### config.mk
export PLATFORM = sky130hd
export DESIGN_NAME = irq_in_stage
export DESIGN_NICKNAME = d
export VERILOG_FILES = /design/src/rtl/irq_in_pkg.sv /design/src/rtl/irq_edge_arm.sv /design/src/rtl/irq_req_hold.sv /design/src/rtl/irq_line_cell.sv /design/src/rtl/irq_in_stage.sv
export SDC_FILE = /design/constraint.sdc
export NUM_CORES = 1
export LEC_CHECK = 0
export ABC_CLOCK_PERIOD_IN_PS = 1700
export BUFFER_PORTS_ARGS = -buffer_cell sky130_fd_sc_hd__buf_2
export CAP_MARGIN = 20
export CORE_MARGIN = 2
export CORE_UTILIZATION = 47
export DETAILED_ROUTE_END_ITERATION = 12
export PLACE_DENSITY = 0.93
export SETUP_SLACK_MARGIN = 0.02
export SLEW_MARGIN = 20
export SYNTH_ARGS = -nofsm -noshare
export SYNTH_HDL_FRONTEND = slang
export SYNTH_SLANG_ARGS = --single-unit
### constraint.sdc
create_clock -name clk -period 1.7 [get_ports clk]
set_input_delay 0.34 -clock clk [delete_from_list [all_inputs] [get_ports clk]]
set_output_delay 0.34 -clock clk [all_outputs]
set_load 0.01 [all_outputs]
### src/rtl/irq_in_pkg.sv
// Package: shared types for the interrupt request input stage.
// Assumes: nothing beyond IEEE 1800-2017.
package irq_in_pkg;

    typedef enum logic {
        TRIG_EDGE  = 1'b0,
        TRIG_LEVEL = 1'b1
    } trig_mode_e;

endpackage

### src/rtl/irq_edge_arm.sv
// Module: irq_edge_arm
// Edge-detect arming flop for one request line. It is armed when the pin
// is seen low. It is disarmed by the master clear or by the line's acknowledge.
// Assumes: pin is synchronous to clk. A low pin re-arms even during an acknowledge.
module irq_edge_arm (
    input  logic clk,
    input  logic rst_n,
    input  logic pin,
    input  logic clr_init,
    input  logic ack,
    output logic armed
);

    logic armed_q;

    // Arming state: clear, re-arm on low, disarm on acknowledge.
    always_ff @(posedge clk) begin
        if (!rst_n) begin
            armed_q <= 1'b0;
        end else if (clr_init) begin
            armed_q <= 1'b0;
        end else if (!pin) begin
            armed_q <= 1'b1;
        end else if (ack) begin
            armed_q <= 1'b0;
        end
    end

    assign armed = armed_q;


    rearm_on_low_chk: assert property (@(posedge clk) disable iff (!rst_n)
        (!pin && !clr_init) |=> armed);


    disarm_on_ack_chk: assert property (@(posedge clk) disable iff (!rst_n)
        (ack && pin) |=> !armed);


    disarm_on_init_chk: assert property (@(posedge clk) disable iff (!rst_n)
        clr_init |=> !armed);

endmodule

### src/rtl/irq_req_hold.sv
// Module: irq_req_hold
// Flop-based equivalent of a transparent request latch. It follows the
// qualified request one clock later unless frozen. Acknowledge and master
// clear reset it, and both override the freeze.
// Assumes: freeze is high only during acknowledge or poll sequences.
module irq_req_hold (
    input  logic clk,
    input  logic rst_n,
    input  logic qual,
    input  logic freeze,
    input  logic clr_init,
    input  logic ack,
    output logic pend
);

    logic pend_q;

    // Pending bit: clear first, then hold while frozen, else follow.
    always_ff @(posedge clk) begin
        if (!rst_n) begin
            pend_q <= 1'b0;
        end else if (clr_init || ack) begin
            pend_q <= 1'b0;
        end else if (!freeze) begin
            pend_q <= qual;
        end
    end

    assign pend = pend_q;


    freeze_hold_chk: assert property (@(posedge clk) disable iff (!rst_n)
        (freeze && !ack && !clr_init) |=> $stable(pend));


    ack_clears_chk: assert property (@(posedge clk) disable iff (!rst_n)
        ack |=> !pend);


    init_clears_chk: assert property (@(posedge clk) disable iff (!rst_n)
        clr_init |=> !pend);

endmodule

### src/rtl/irq_line_cell.sv
// Module: irq_line_cell
// One request line: qualifies the pin by the trigger mode (the edge arming
// flop is bypassed in level mode), latches it, and applies the mask.
// Assumes: mode changes only together with a master clear.
module irq_line_cell
    import irq_in_pkg::*;
(
    input  logic       clk,
    input  logic       rst_n,
    input  logic       pin,
    input  trig_mode_e mode,
    input  logic       clr_init,
    input  logic       freeze,
    input  logic       ack,
    input  logic       mask_bit,
    output logic       pend,
    output logic       masked
);

    logic armed;
    logic qual;

    irq_edge_arm u_arm (
        .clk      (clk),
        .rst_n    (rst_n),
        .pin      (pin),
        .clr_init (clr_init),
        .ack      (ack),
        .armed    (armed)
    );

    // Request qualification: level passes the pin, edge needs arming.
    always_comb begin
        if (mode == TRIG_LEVEL) begin
            qual = pin;
        end else begin
            qual = pin & armed;
        end
    end

    irq_req_hold u_hold (
        .clk      (clk),
        .rst_n    (rst_n),
        .qual     (qual),
        .freeze   (freeze),
        .clr_init (clr_init),
        .ack      (ack),
        .pend     (pend)
    );

    // Masked request toward the priority resolver.
    always_comb begin
        masked = pend & ~mask_bit;
    end


    level_follow_chk: assert property (@(posedge clk) disable iff (!rst_n)
        (mode == TRIG_LEVEL && !freeze && !ack && !clr_init) |=> (pend == $past(pin)));


    edge_needs_arm_chk: assert property (@(posedge clk) disable iff (!rst_n)
        (mode == TRIG_EDGE && !pend) |=> (!pend || ($past(armed) && $past(pin))));

endmodule

### src/rtl/irq_in_stage.sv
// Module: irq_in_stage
// Top of the request input stage. It holds the trigger mode captured at
// init and instantiates one cell per line.
// Assumes: init_wr is a single-cycle strobe of the first initialization write.
module irq_in_stage
    import irq_in_pkg::*;
#(
    parameter int N_LINES = 8
) (
    input  logic               clk,
    input  logic               rst_n,
    input  logic [N_LINES-1:0] req_pin,
    input  logic               init_wr,
    input  logic               trig_level,
    input  logic               freeze,
    input  logic [N_LINES-1:0] ack_clr,
    input  logic [N_LINES-1:0] mask,
    output logic [N_LINES-1:0] pend,
    output logic [N_LINES-1:0] masked_req
);

    trig_mode_e mode_q;

    // Trigger mode register: loaded only by the init strobe.
    always_ff @(posedge clk) begin
        if (!rst_n) begin
            mode_q <= TRIG_EDGE;
        end else if (init_wr) begin
            mode_q <= trig_mode_e'(trig_level);
        end
    end

    for (genvar g = 0; g < N_LINES; g++) begin : g_line
        irq_line_cell u_cell (
            .clk      (clk),
            .rst_n    (rst_n),
            .pin      (req_pin[g]),
            .mode     (mode_q),
            .clr_init (init_wr),
            .freeze   (freeze),
            .ack      (ack_clr[g]),
            .mask_bit (mask[g]),
            .pend     (pend[g]),
            .masked   (masked_req[g])
        );
    end


    mode_only_on_init_chk: assert property (@(posedge clk) disable iff (!rst_n)
        !init_wr |=> $stable(mode_q));


    mode_loaded_chk: assert property (@(posedge clk) disable iff (!rst_n)
        init_wr |=> (mode_q == trig_mode_e'($past(trig_level))));


    mask_keeps_pend_chk: assert property (@(posedge clk) disable iff (!rst_n)
        (pend != '0 && !init_wr && !freeze && ack_clr == '0 && $past(pend) == pend)
        |-> ((masked_req | (pend & mask)) == pend));

endmodule

-- Yosys cells after proc, flatten, opt, wreduce, memory -nomap -nowiden
Index checks and enable logic that the tools add are counted.
Widths: inputs -> output; s select.
- register bits after elaboration: 17
- bits in latches: 0
- RAM bits: 0
- ROM bits: 0
- bits of input ports: 29
- output and inout bits: 16
- word-level logic and storage cells: 91
- memories: 0
- $add $sub $neg: 0
- multipliers: 0
- div/mod/pow operators: 0
- magnitude comparators: 0
- equality and inequality tests: 8
- shift operators: 0
- multiplexer cells: 24
- bitwise logic cells: 25
- reductions and logical operators: 17
- operators with widths (operator ; number):
    $mux 1 ; 24
    $reduce_or 2->1 ; 9
    $and 1x1->1 ; 16
    $ne 2x1->1 const B ; 8
    $not 1->1 ; 9
    $logic_or 1x1->1 ; 8

-- Longest topological paths before layout
Gate-level depths: netlist of run 1.
- depth in word-level cells: 2
- depth in mapped cells: 5
- mapped depth without buffers: 3

-- Modules after synthesis
A second synthesis of run 1 with hierarchy kept.
- cell total of the unflattened synthesis: 75
- area total of the unflattened synthesis: 837.1 µm²
- modules (own cells, without submodules) (module ; times used ; cells an instance ; area each (µm²) ; seq. area each (µm²)):
    irq_req_hold ; 8 ; 3 ; 45.0 ; 20.0
    irq_edge_arm ; 8 ; 4 ; 41.3 ; 20.0
    irq_line_cell ; 8 ; 2 ; 13.8 ; 0.0
    irq_in_stage ; 1 ; 3 ; 36.3 ; 20.0

-- Worst setup path before layout of run 1
OpenSTA, ideal clock, no wires.
- path type: in2reg
- start point: input init_wr
- end point: register g_line[6].u_cell.u_hold.pend_q
- library setup time: 73 ps
- arrival time: 834 ps
- required time: 1627 ps
- path slack: 793 ps
- cell stages on the path: 4
- buffers on the path: 2
- cell sequence: nand2b_4 -> buf_6 -> buf_8 -> nor3_2
- cells in the longest elaborated chain, start to end: 2
- ends and longest elaborated chain (item ; RTL line ; text):
    start, declared ; irq_in_stage.sv:13 ; input logic init_wr,
    $logic_or 1x1->1 ; irq_req_hold.sv:22 ; end else if (clr_init || ack) begin
    $reduce_or 2->1 (no line) ; -- ;
    end signal, assigned ; irq_req_hold.sv:25 ; pend_q <= qual;
    end, declared ; irq_req_hold.sv:16 ; logic pend_q;
No other way between the ends.
A chain may end at the register's enable or synchronous reset.

-- Final worst setup path of run 1
- start point: register g_line[1].u_cell.u_hold.pend_q
- end point: output masked_req[1]
- cells in the longest elaborated chain, start to end: 1
- ends and longest elaborated chain (item ; RTL line ; text):
    start, declared ; irq_req_hold.sv:16 ;
    start signal, assigned ; irq_req_hold.sv:25 ;
    $and 1x1->1 ; irq_line_cell.sv:53 ; masked = pend & ~mask_bit;
    end, declared ; irq_in_stage.sv:19 ; output logic [N_LINES-1:0] masked_req
No other way between the ends.

==> results of run 1 <==
## per-stage QoR
stage	setup WS, ns	cell area, um2	utilization, %	instances
detailed placement	0.679	972	55.7	145
finish	0.462	998	57.2	149
CTS	0.450	998	57.2	149
global route	0.387	998	57.2	149
global placement	0.709	972	55.7	145
floorplan	0.793	890	-	96
## cell usage in the layout (no fill, tap or decap)
master,instances
clkbuf_1,1
nand2_1,8
nand2b_4,1
dfxtp_1,17
a21oi_1,8
nor2b_1,9
nand2b_1,8
mux2i_1,1
o21ai_0,8
o21a_1,8
clkbuf_4,3
buf_2,44
nor3_2,8
## registers in the layout (all words and copies together) (netlist names)
register,flops
g_line.u_cell.u_hold.pend,8
mode_q,1
g_line.u_cell.u_arm.armed,8
## synthesized netlist by cell type (all sizes together)
cell and instances:
buf 20, dfxtp 17, nand2b 9, nor2b 9
a21oi 8, nand2 8, nor3 8, o21a 8
o21ai 8, mux2i 1
## power groups by stage
| stage | Combinational (mW) | Clock [mW] | Sequential, mW |
|---|---|---|---|
| global route | 0.0922 | 0.225 | 0.419 |
| finish | 0.0830 | 0.209 | 0.417 |
| detailed placement | 0.0837 | 0 | 0.427 |
| global placement | 0.0799 | 0 | 0.426 |
| floorplan | 0.0524 | 0 | 0.424 |
| CTS | 0.0839 | 0.218 | 0.417 |
## cell type report
cell class / count / area (um2)
fillers: 163 / 747
repair buffers: 44 / 220
flip-flops and latches: 17 / 340
clock buffers: 4 / 26.3
well taps: 25 / 31.3
multi-input cells: 59 / 380
## worst paths after layout
| check | slack [ns] | end | startpoint |
|---|---|---|---|
| worst max-delay path | 0.46 | masked_req[1] | g_line[1].u_cell.u_hold.pend$_SDFFE_PP0N_ |
| worst max register to register | 0.67 | g_line[1].u_cell.u_hold.pend$_SDFFE_PP0N_ | mode_q$_SDFFE_PN0P_ |
| worst min-delay path | 0.22 | g_line[7].u_cell.u_hold.pend$_SDFFE_PP0N_ | ack_clr[7] |
| worst min register to register | 0.47 | g_line[0].u_cell.u_arm.armed$_SDFFE_PP0P_ | g_line[0].u_cell.u_arm.armed$_SDFFE_PP0P_ |
## metal layers
metal | up-vias | part of all wire, % | global-route usage [%]
met5 | - | 0 | 0
met1 | 309 | 39 | 16.1
met4 | 0 | 0.57 | 6.67
met3 | 2 | 7.8 | 3.77
met2 | 26 | 52 | 23.2
li1 | 358 | - | -
## cells by family after synthesis
kind of cell | share of synthesized area, %
buf+inv | 19.0
compound gates | 15.8
simple gates | 25.9
flops | 38.3
mux | 1.13
==> flow_summary.html, run 1 <==
<table>
<tr><th>Metric</th><th>Value</th></tr>
<tr><th colspan="2">Yosys</th></tr>
<tr><td>Flip-flop and latch count after synthesis</td><td>17</td></tr>
<tr><td>Area share of the leading cell type in the synthesized netlist</td><td>38.3%</td></tr>
<tr><td>Number of different library cells in the post-synthesis netlist</td><td>13</td></tr>
<tr><td>Net count after synthesis</td><td>125</td></tr>
<tr><td>Leading post-synthesis cells by cell area</td><td>dfxtp_1 38%, buf_4 14%, nor3_2 9.0%</td></tr>
<tr><td>Biggest area consumer among synthesized cells</td><td>dfxtp_1</td></tr>
<tr><td>Post-synthesis instance area</td><td>890 um2</td></tr>
<tr><td>Total number of yosys warnings</td><td>0</td></tr>
<tr><td>Synthesized area divided by synthesized cell count</td><td>9.27 um2</td></tr>
<tr><td>Synth Instances</td><td>96</td></tr>
<tr><td>Portion of the post-synthesis area used by sequential elements</td><td>38.3%</td></tr>
<tr><th colspan="2">Clock network</th></tr>
<tr><td>Hold bufs inserted after CTS</td><td>0</td></tr>
<tr><td>CTS Buffer Depth</td><td>2</td></tr>
<tr><td>Clock tree from TritonCTS</td><td>yes</td></tr>
<tr><td>Clock network latency to the later pin of the worst-skew pair</td><td>0.28 ns</td></tr>
<tr><td>Number of CTS-inserted buffers</td><td>3</td></tr>
<tr><td>Setup repair bufs after CTS</td><td>0</td></tr>
<tr><td>Post-CTS clock slew at the launch and capture registers of the worst setup and hold paths</td><td>0.10 ns</td></tr>
<tr><td>Post-cts sizing count</td><td>0</td></tr>
<tr><td>Root buffer cell</td><td>clkbuf_4</td></tr>
<tr><td>Count of clock tree sinks</td><td>17</td></tr>
<tr><td>CTS H-tree depth</td><td>1</td></tr>
<tr><th colspan="2">Cells and area</th></tr>
<tr><td>Layout overhead on the synthesized area</td><td>12.2%</td></tr>
<tr><td>Ratio of cells with drive above 1 in the final layout</td><td>45.2%</td></tr>
<tr><td>Post-layout net count</td><td>154</td></tr>
<tr><td>Number of antenna cells inserted</td><td>0</td></tr>
<tr><th colspan="2">Outcome</th></tr>
<tr><td>Run status</td><td>completed</td></tr>
<tr><th colspan="2">GRT</th></tr>
<tr><td>GR Overflow Total</td><td>0</td></tr>
<tr><td>Global routing usage summed across all routing layers</td><td>13.8%</td></tr>
<tr><td>Via count of the first global-routing pass</td><td>566</td></tr>
<tr><td>Largest net degree at the start of global routing</td><td>17</td></tr>
<tr><td>Global-route wire length before repair</td><td>2150 um</td></tr>
<tr><td>Antenna violations before repair</td><td>0</td></tr>
<tr><th colspan="2">Timing</th></tr>
<tr><td>Setup TNS</td><td>0 ns</td></tr>
<tr><td>Max transition margin</td><td>79.9%</td></tr>
<tr><td>Fin Clk Skew</td><td>0.00516 ns</td></tr>
<tr><td>Setup repair after global routing missed its margin</td><td>false</td></tr>
<tr><td>Period utilisation layout</td><td>72.8%</td></tr>
<tr><td>Final max-slew violation count</td><td>0</td></tr>
<tr><td>Least-Margin Pin Slew</td><td>0.301 ns</td></tr>
<tr><td>Fmax</td><td>0.808 GHz</td></tr>
<tr><td>Hold WS</td><td>0.218 ns</td></tr>
<tr><td>Endpoints failing hold</td><td>0</td></tr>
<tr><td>Final period demand of the worst path</td><td>1.24 ns</td></tr>
<tr><td>Final setup violation count</td><td>0</td></tr>
<tr><th colspan="2">Placed design</th></tr>
<tr><td>Global placer's final weighted congestion</td><td>0.627</td></tr>
<tr><td>Detailed Place HPWL</td><td>1250 um</td></tr>
<tr><td>Count of buffers from port buffering</td><td>44</td></tr>
<tr><th colspan="2">Route</th></tr>
<tr><td>Number of design-rule violations left by the first detailed-router iteration</td><td>0</td></tr>
<tr><td>Via-per-instance ratio</td><td>4.66</td></tr>
<tr><td>Average wire per cell in the routed design</td><td>10.5 um</td></tr>
<tr><td>Total wirelength of the detailed-routed design</td><td>1570 um</td></tr>
<tr><td>Number of iterations in the first detailed-routing pass</td><td>1</td></tr>
<tr><td>DRC violations left</td><td>0</td></tr>
<tr><td>Number of nets still failing antenna checks after routing</td><td>0</td></tr>
<tr><td>Number of vias after detailed routing</td><td>695</td></tr>
<tr><th colspan="2">Power</th></tr>
<tr><td>Switching part of the total</td><td>23.4%</td></tr>
<tr><td>Post-layout power</td><td>709 uW</td></tr>
<tr><td>Reg power frac</td><td>58.9%</td></tr>
<tr><td>Internal cell power</td><td>543 uW</td></tr>
<tr><td>Switching power summed over all nets</td><td>166 uW</td></tr>
<tr><td>Clock power share</td><td>29.4%</td></tr>
<tr><td>Part of the total power dissipated in combinational logic</td><td>11.7%</td></tr>
<tr><td>Leakage</td><td>0.438 nW</td></tr>
<tr><td>Highest ir drop seen on vdd</td><td>416 uV</td></tr>
<tr><td>Power Dens Cells</td><td>710 nW/um2</td></tr>
<tr><th colspan="2">Critical path</th></tr>
<tr><td>Arrival time worst endpoint</td><td>0.90 ns</td></tr>
<tr><td>Required time of the critical path</td><td>1.36 ns</td></tr>
<tr><td>Largest fanout of any net on the critical path</td><td>3</td></tr>
<tr><td>Critical path start-end classification</td><td>reg2out</td></tr>
<tr><td>Critical path depth</td><td>2</td></tr>
<tr><td>Worst Path Buf+Inv</td><td>1</td></tr>
<tr><td>Worst reg-to-reg path cell count</td><td>3</td></tr>
<tr><td>Critical Path Max Stage Delay</td><td>0.36 ns</td></tr>
<tr><td>Cell family with the largest share of critical-path delay</td><td>flip-flops</td></tr>
<tr><td>Critical path launch point type</td><td>flip-flop</td></tr>
<tr><td>Worst setup EP type</td><td>primary output</td></tr>
<tr><td>Cell with the largest stage delay on the worst path</td><td>dfxtp_1</td></tr>
<tr><td>CP Cell Sequence</td><td>nor2b_1 -&gt; buf_2</td></tr>
<tr><th colspan="2">Die</th></tr>
<tr><td>Core Footprint</td><td>1750 um2</td></tr>
<tr><td>Overall die width</td><td>47.5 um</td></tr>
<tr><td>Effective utilization at floorplan</td><td>51.0%</td></tr>
<tr><td># IOs</td><td>45</td></tr>
<tr><td>Die Area</td><td>2260 um2</td></tr>
<tr><td>Placement Rows</td><td>15</td></tr>
<tr><td>Die height</td><td>47.5 um</td></tr>
<tr><th colspan="2">Worst hold path</th></tr>
<tr><td>Hold/Removal Path Class</td><td>in2reg</td></tr>
<tr><td>Hold path cells</td><td>2</td></tr>
<tr><th colspan="2">Job</th></tr>
<tr><td>Number of max-cap violations</td><td>0</td></tr>
</table>
No activity file was read; power rests on OpenSTA's default activity.
==> inputs of run 2 (changes only) <==
--- a/config.mk
+++ b/config.mk
@@ -5,13 +5,13 @@
 export SDC_FILE = /design/constraint.sdc
 export NUM_CORES = 1
 export LEC_CHECK = 0
-export ABC_CLOCK_PERIOD_IN_PS = 1700
+export ABC_CLOCK_PERIOD_IN_PS = 1190
 export BUFFER_PORTS_ARGS = -buffer_cell sky130_fd_sc_hd__buf_2
 export CAP_MARGIN = 20
 export CORE_MARGIN = 2
-export CORE_UTILIZATION = 47
+export CORE_UTILIZATION = 44
 export DETAILED_ROUTE_END_ITERATION = 12
-export PLACE_DENSITY = 0.93
+export PLACE_DENSITY = 0.89
 export SETUP_SLACK_MARGIN = 0.02
 export SLEW_MARGIN = 20
 export SYNTH_ARGS = -nofsm -noshare
==> constraint.sdc (replaced) <==
create_clock -name clk -period 1.19 [get_ports clk]
set_input_delay 0.238 -clock clk [delete_from_list [all_inputs] [get_ports clk]]
set_output_delay 0.238 -clock clk [all_outputs]
set_load 0.01 [all_outputs]
==> run 2 against run 1 <==
Sequential power is 43% higher; design area is 1.3% higher; wire length is 2.0% lower; first-iteration DRC count is 6 higher; combinational power is 42% higher; clock-buffer cell count is 1 lower; sequential cell count stayed put; register-to-register slack worse by 0.47 ns; global-route usage is 0.30 points lower; die area is 6.2% higher; power is 43% higher.
==> flow_summary.html, run 2 (synthesis gave the netlist of run 1 again) <==
<table>
<tr><th>Metric</th><th>Value</th></tr>
<tr><th colspan="2">GRT</th></tr>
<tr><td>Global-route wire length before repair</td><td>2560 um (+19%)</td></tr>
<tr><td>Via count of the first global-routing pass</td><td>638 (+13%)</td></tr>
<tr><td>Antenna violations before repair</td><td>0 (unchanged)</td></tr>
<tr><td>Global routing usage summed across all routing layers</td><td>13.5% (-0.30 points)</td></tr>
<tr><td>GR Overflow Total</td><td>0 (unchanged)</td></tr>
<tr><td>Largest net degree at the start of global routing</td><td>17 (unchanged)</td></tr>
<tr><th colspan="2">Timing</th></tr>
<tr><td>Setup repair after global routing missed its margin</td><td>true</td></tr>
<tr><td>Setup WS post-layout</td><td>0.0660 ns (-0.396 ns)</td></tr>
<tr><td>Endpoints failing hold</td><td>0 (unchanged)</td></tr>
<tr><td>Least-Margin Pin Slew</td><td>0.273 ns (-0.0276 ns)</td></tr>
<tr><td>Final setup violation count</td><td>0 (unchanged)</td></tr>
<tr><td>Setup TNS</td><td>0 ns (unchanged)</td></tr>
<tr><td>Fin Clk Skew</td><td>0.00168 ns (-0.00348 ns)</td></tr>
<tr><td>Final period demand of the worst path</td><td>1.12 ns</td></tr>
<tr><td>Period utilisation layout</td><td>94.5%</td></tr>
<tr><td>Final max-slew violation count</td><td>0 (unchanged)</td></tr>
<tr><td>Max transition margin</td><td>81.7% (+1.8 points)</td></tr>
<tr><td>Hold WS</td><td>0.108 ns (-0.110 ns)</td></tr>
<tr><td>Fmax</td><td>0.890 GHz</td></tr>
<tr><th colspan="2">Worst hold path</th></tr>
<tr><td>Hold/Removal Path Class</td><td>in2reg</td></tr>
<tr><td>Hold wc startpoint</td><td>ack_clr[1]</td></tr>
<tr><td>Hold path cells</td><td>2 (unchanged)</td></tr>
<tr><td>Worst Hold Path EP</td><td>g_line[1].u_cell.u_hold.pend$_SDFFE_PP0N_</td></tr>
<tr><th colspan="2">Clock network</th></tr>
<tr><td>Post-CTS clock slew at the launch and capture registers of the worst setup and hold paths</td><td>0.10 ns (about the same)</td></tr>
<tr><td>Count of clock tree sinks</td><td>17 (unchanged)</td></tr>
<tr><td>Clock network latency to the later pin of the worst-skew pair</td><td>0.28 ns (about the same)</td></tr>
<tr><td>CTS H-tree depth</td><td>1 (unchanged)</td></tr>
<tr><td>CTS Buffer Depth</td><td>2 (unchanged)</td></tr>
<tr><td>Hold bufs inserted after CTS</td><td>0 (unchanged)</td></tr>
<tr><td>Root buffer cell</td><td>clkbuf_4</td></tr>
<tr><td>Number of CTS-inserted buffers</td><td>3 (unchanged)</td></tr>
<tr><td>Clock tree from TritonCTS</td><td>yes</td></tr>
<tr><td>Setup repair bufs after CTS</td><td>0 (unchanged)</td></tr>
<tr><th colspan="2">Power</th></tr>
<tr><td>Power Dens Cells</td><td>1000 nW/um2 (+41%)</td></tr>
<tr><td>Leakage</td><td>0.444 nW (+1.4%)</td></tr>
<tr><td>Reg power frac</td><td>58.9% (about the same)</td></tr>
<tr><td>Switching power summed over all nets</td><td>241 uW (+45%)</td></tr>
<tr><td>Part of the total power dissipated in combinational logic</td><td>11.7% (about the same)</td></tr>
<tr><td>Highest ir drop seen on vdd</td><td>652 uV (+57%)</td></tr>
<tr><td>Switching part of the total</td><td>23.8% (+0.37 points)</td></tr>
<tr><td>Internal cell power</td><td>771 uW (+42%)</td></tr>
<tr><td>Clock power share</td><td>29.4% (about the same)</td></tr>
<tr><th colspan="2">Route</th></tr>
<tr><td>Number of vias after detailed routing</td><td>703 (+1.2%)</td></tr>
<tr><td>Total wirelength of the detailed-routed design</td><td>1540 um (-2.0%)</td></tr>
<tr><td>Number of design-rule violations left by the first detailed-router iteration</td><td>6 (+6)</td></tr>
<tr><td>DRC violations left</td><td>0 (unchanged)</td></tr>
<tr><td>Number of iterations in the first detailed-routing pass</td><td>4 (+3)</td></tr>
<tr><td>Average wire per cell in the routed design</td><td>10.2 um (-3.3%)</td></tr>
<tr><td>Number of nets still failing antenna checks after routing</td><td>0 (unchanged)</td></tr>
<tr><td>Via-per-instance ratio</td><td>4.66 (-0.19%)</td></tr>
<tr><th colspan="2">Placed design</th></tr>
<tr><td>Count of buffers from port buffering</td><td>44 (unchanged)</td></tr>
<tr><td>Global placer's final weighted congestion</td><td>0.692 (+10%)</td></tr>
<tr><td>Detailed Place HPWL</td><td>1250 um (about the same)</td></tr>
<tr><td>Pre-CTS setup slack</td><td>0.220 ns (-0.460 ns)</td></tr>
<tr><th colspan="2">Critical path</th></tr>
<tr><td>Required time of the critical path</td><td>0.95 ns (-0.41 ns)</td></tr>
<tr><td>Cell family with the largest share of critical-path delay</td><td>flip-flops</td></tr>
<tr><td>Largest fanout of any net on the critical path</td><td>3 (unchanged)</td></tr>
<tr><td>Cell with the largest stage delay on the worst path</td><td>dfxtp_2</td></tr>
<tr><td>Worst setup EP type</td><td>primary output</td></tr>
<tr><td>Critical path start-end classification</td><td>reg2out</td></tr>
<tr><td>Critical Path Max Stage Delay</td><td>0.35 ns (about the same)</td></tr>
<tr><td>Startpoint of the worst-slack reg-to-reg timing path</td><td>mode_q$_SDFFE_PN0P_</td></tr>
<tr><td>CP Cell Sequence</td><td>nor2b_1 -&gt; buf_2</td></tr>
<tr><td>Worst Path Buf+Inv</td><td>1 (unchanged)</td></tr>
<tr><td>Worst reg-to-reg path cell count</td><td>3 (unchanged)</td></tr>
<tr><td>Flop-to-flop setup slack</td><td>0.20 ns (-0.47 ns)</td></tr>
<tr><td>Crit Reg-Reg Endpoint</td><td>g_line[1].u_cell.u_hold.pend$_SDFFE_PP0N_</td></tr>
<tr><td>Critical path launch point type</td><td>flip-flop</td></tr>
<tr><td>Arrival time worst endpoint</td><td>0.89 ns (about the same)</td></tr>
<tr><th colspan="2">Cells and area</th></tr>
<tr><td>Ratio of cells with drive above 1 in the final layout</td><td>51.6% (+6.5 points)</td></tr>
<tr><td>Post-layout net count</td><td>154 (unchanged)</td></tr>
<tr><td>FILL cells</td><td>182 (+12%)</td></tr>
<tr><td>Layout overhead on the synthesized area</td><td>13.6%</td></tr>
<tr><td>Most frequent standard cell in the layout excluding fill and tap cells</td><td>buf_2</td></tr>
<tr><td>Commonest cells after routing, fill and taps aside</td><td>44 x buf_2, 10 x dfxtp_1, 9 x nor2b_1</td></tr>
<tr><td>Number of antenna cells inserted</td><td>0 (unchanged)</td></tr>
<tr><th colspan="2">Die</th></tr>
<tr><td>Effective utilization at floorplan</td><td>45.8% (-5.2 points)</td></tr>
<tr><td>Placement Rows</td><td>16 (+1)</td></tr>
<tr><td># IOs</td><td>45 (unchanged)</td></tr>
<tr><td>Overall die width</td><td>49.0 um (+3.1%)</td></tr>
<tr><td>Die Area</td><td>2400 um2 (+6.2%)</td></tr>
<tr><td>Die height</td><td>49.0 um (+3.1%)</td></tr>
<tr><td>Core Footprint</td><td>1940 um2 (+11%)</td></tr>
<tr><th colspan="2">Job</th></tr>
<tr><td>Number of max-cap violations</td><td>0 (unchanged)</td></tr>
<tr><th colspan="2">Outcome</th></tr>
<tr><td>Run status</td><td>completed</td></tr>
</table>
-- run 2: cell count changes in the layout (fill, tap and decap cells not counted), sizes merged --
cell    previous run  this run
clkbuf             4         3
clkinv             0         1
-- run 2: area by class of cell --
type                       count  area [um2]  area share [%]
clock buffer                   3        22.5            2.23
tap                           27        33.8            3.34
clock inverter                 1        5.00           0.495
multi-input combinational     59         380            37.6
timing repair buffer          44         220            21.8
sequential                    17         349            34.5
-- run 2: power groups by stage --
stage	logic [mW]	registers [mW]	clock network [mW]
global placement	0.114	0.608	0
floorplan	0.0749	0.606	0
CTS	0.120	0.596	0.313
finish	0.118	0.596	0.297
global route	0.133	0.598	0.341
detailed placement	0.120	0.609	0
-- run 2: worst max-delay path by stage --
stage / start / endpoint / slack (ns) / cells past startpoint
after detailed placement: mode_q$_SDFFE_PN0P_ / g_line[1].u_cell.u_hold.pend$_SDFFE_PP0N_ / 0.22 / 3
after CTS: g_line[2].u_cell.u_hold.pend$_SDFFE_PP0N_ / masked_req[2] / 0.02 / 2
after floorplan: mode_q$_SDFFE_PN0P_ / g_line[1].u_cell.u_hold.pend$_SDFFE_PP0N_ / 0.35 / 3
after global placement: mode_q$_SDFFE_PN0P_ / g_line[1].u_cell.u_hold.pend$_SDFFE_PP0N_ / 0.26 / 3
final: g_line[2].u_cell.u_hold.pend$_SDFFE_PP0N_ / masked_req[2] / 0.07 / 2
after global routing: g_line[7].u_cell.u_hold.pend$_SDFFE_PP0N_ / masked_req[7] / 0.002 / 2
-- run 2: timing repair --
item | in CTS | in global routing
setup endpoints to repair | 0 | 7
resized for setup | 0 | 7
hold endpoints to repair | 0 | 0
-- run 2: stage by stage --
step           util [%]  power (mW)  area [um2]  cells
3_3_place_gp       50.2       0.722         975    147
4_1_cts            51.6        1.03        1000    151
6_report           52.1        1.01        1010    151
3_5_place_dp       50.2       0.728         975    147
2_1_floorplan         -       0.680         890     96
5_1_grt            52.1        1.07        1010    151
-- run 2: metal layers --
metal / share of wire [%] / track usage (%) / up-vias / wire length, um
met5: 0 / 0 / - / 0
met4: 0 / 4.29 / 0 / 0
met3: 5.9 / 2.45 / 0 / 91
met2: 54 / 26.5 / 21 / 830
met1: 40 / 14.3 / 323 / 614
li1: - / - / 359 / -
-- run 2: worst reg2reg max path: cells and delay by family, from the launching register on --
kind               cells  cell delay (ns)
DFF                    1             0.49
AOI/OAI and AO/OA      2             0.30
and+or+nand+nor        1             0.13
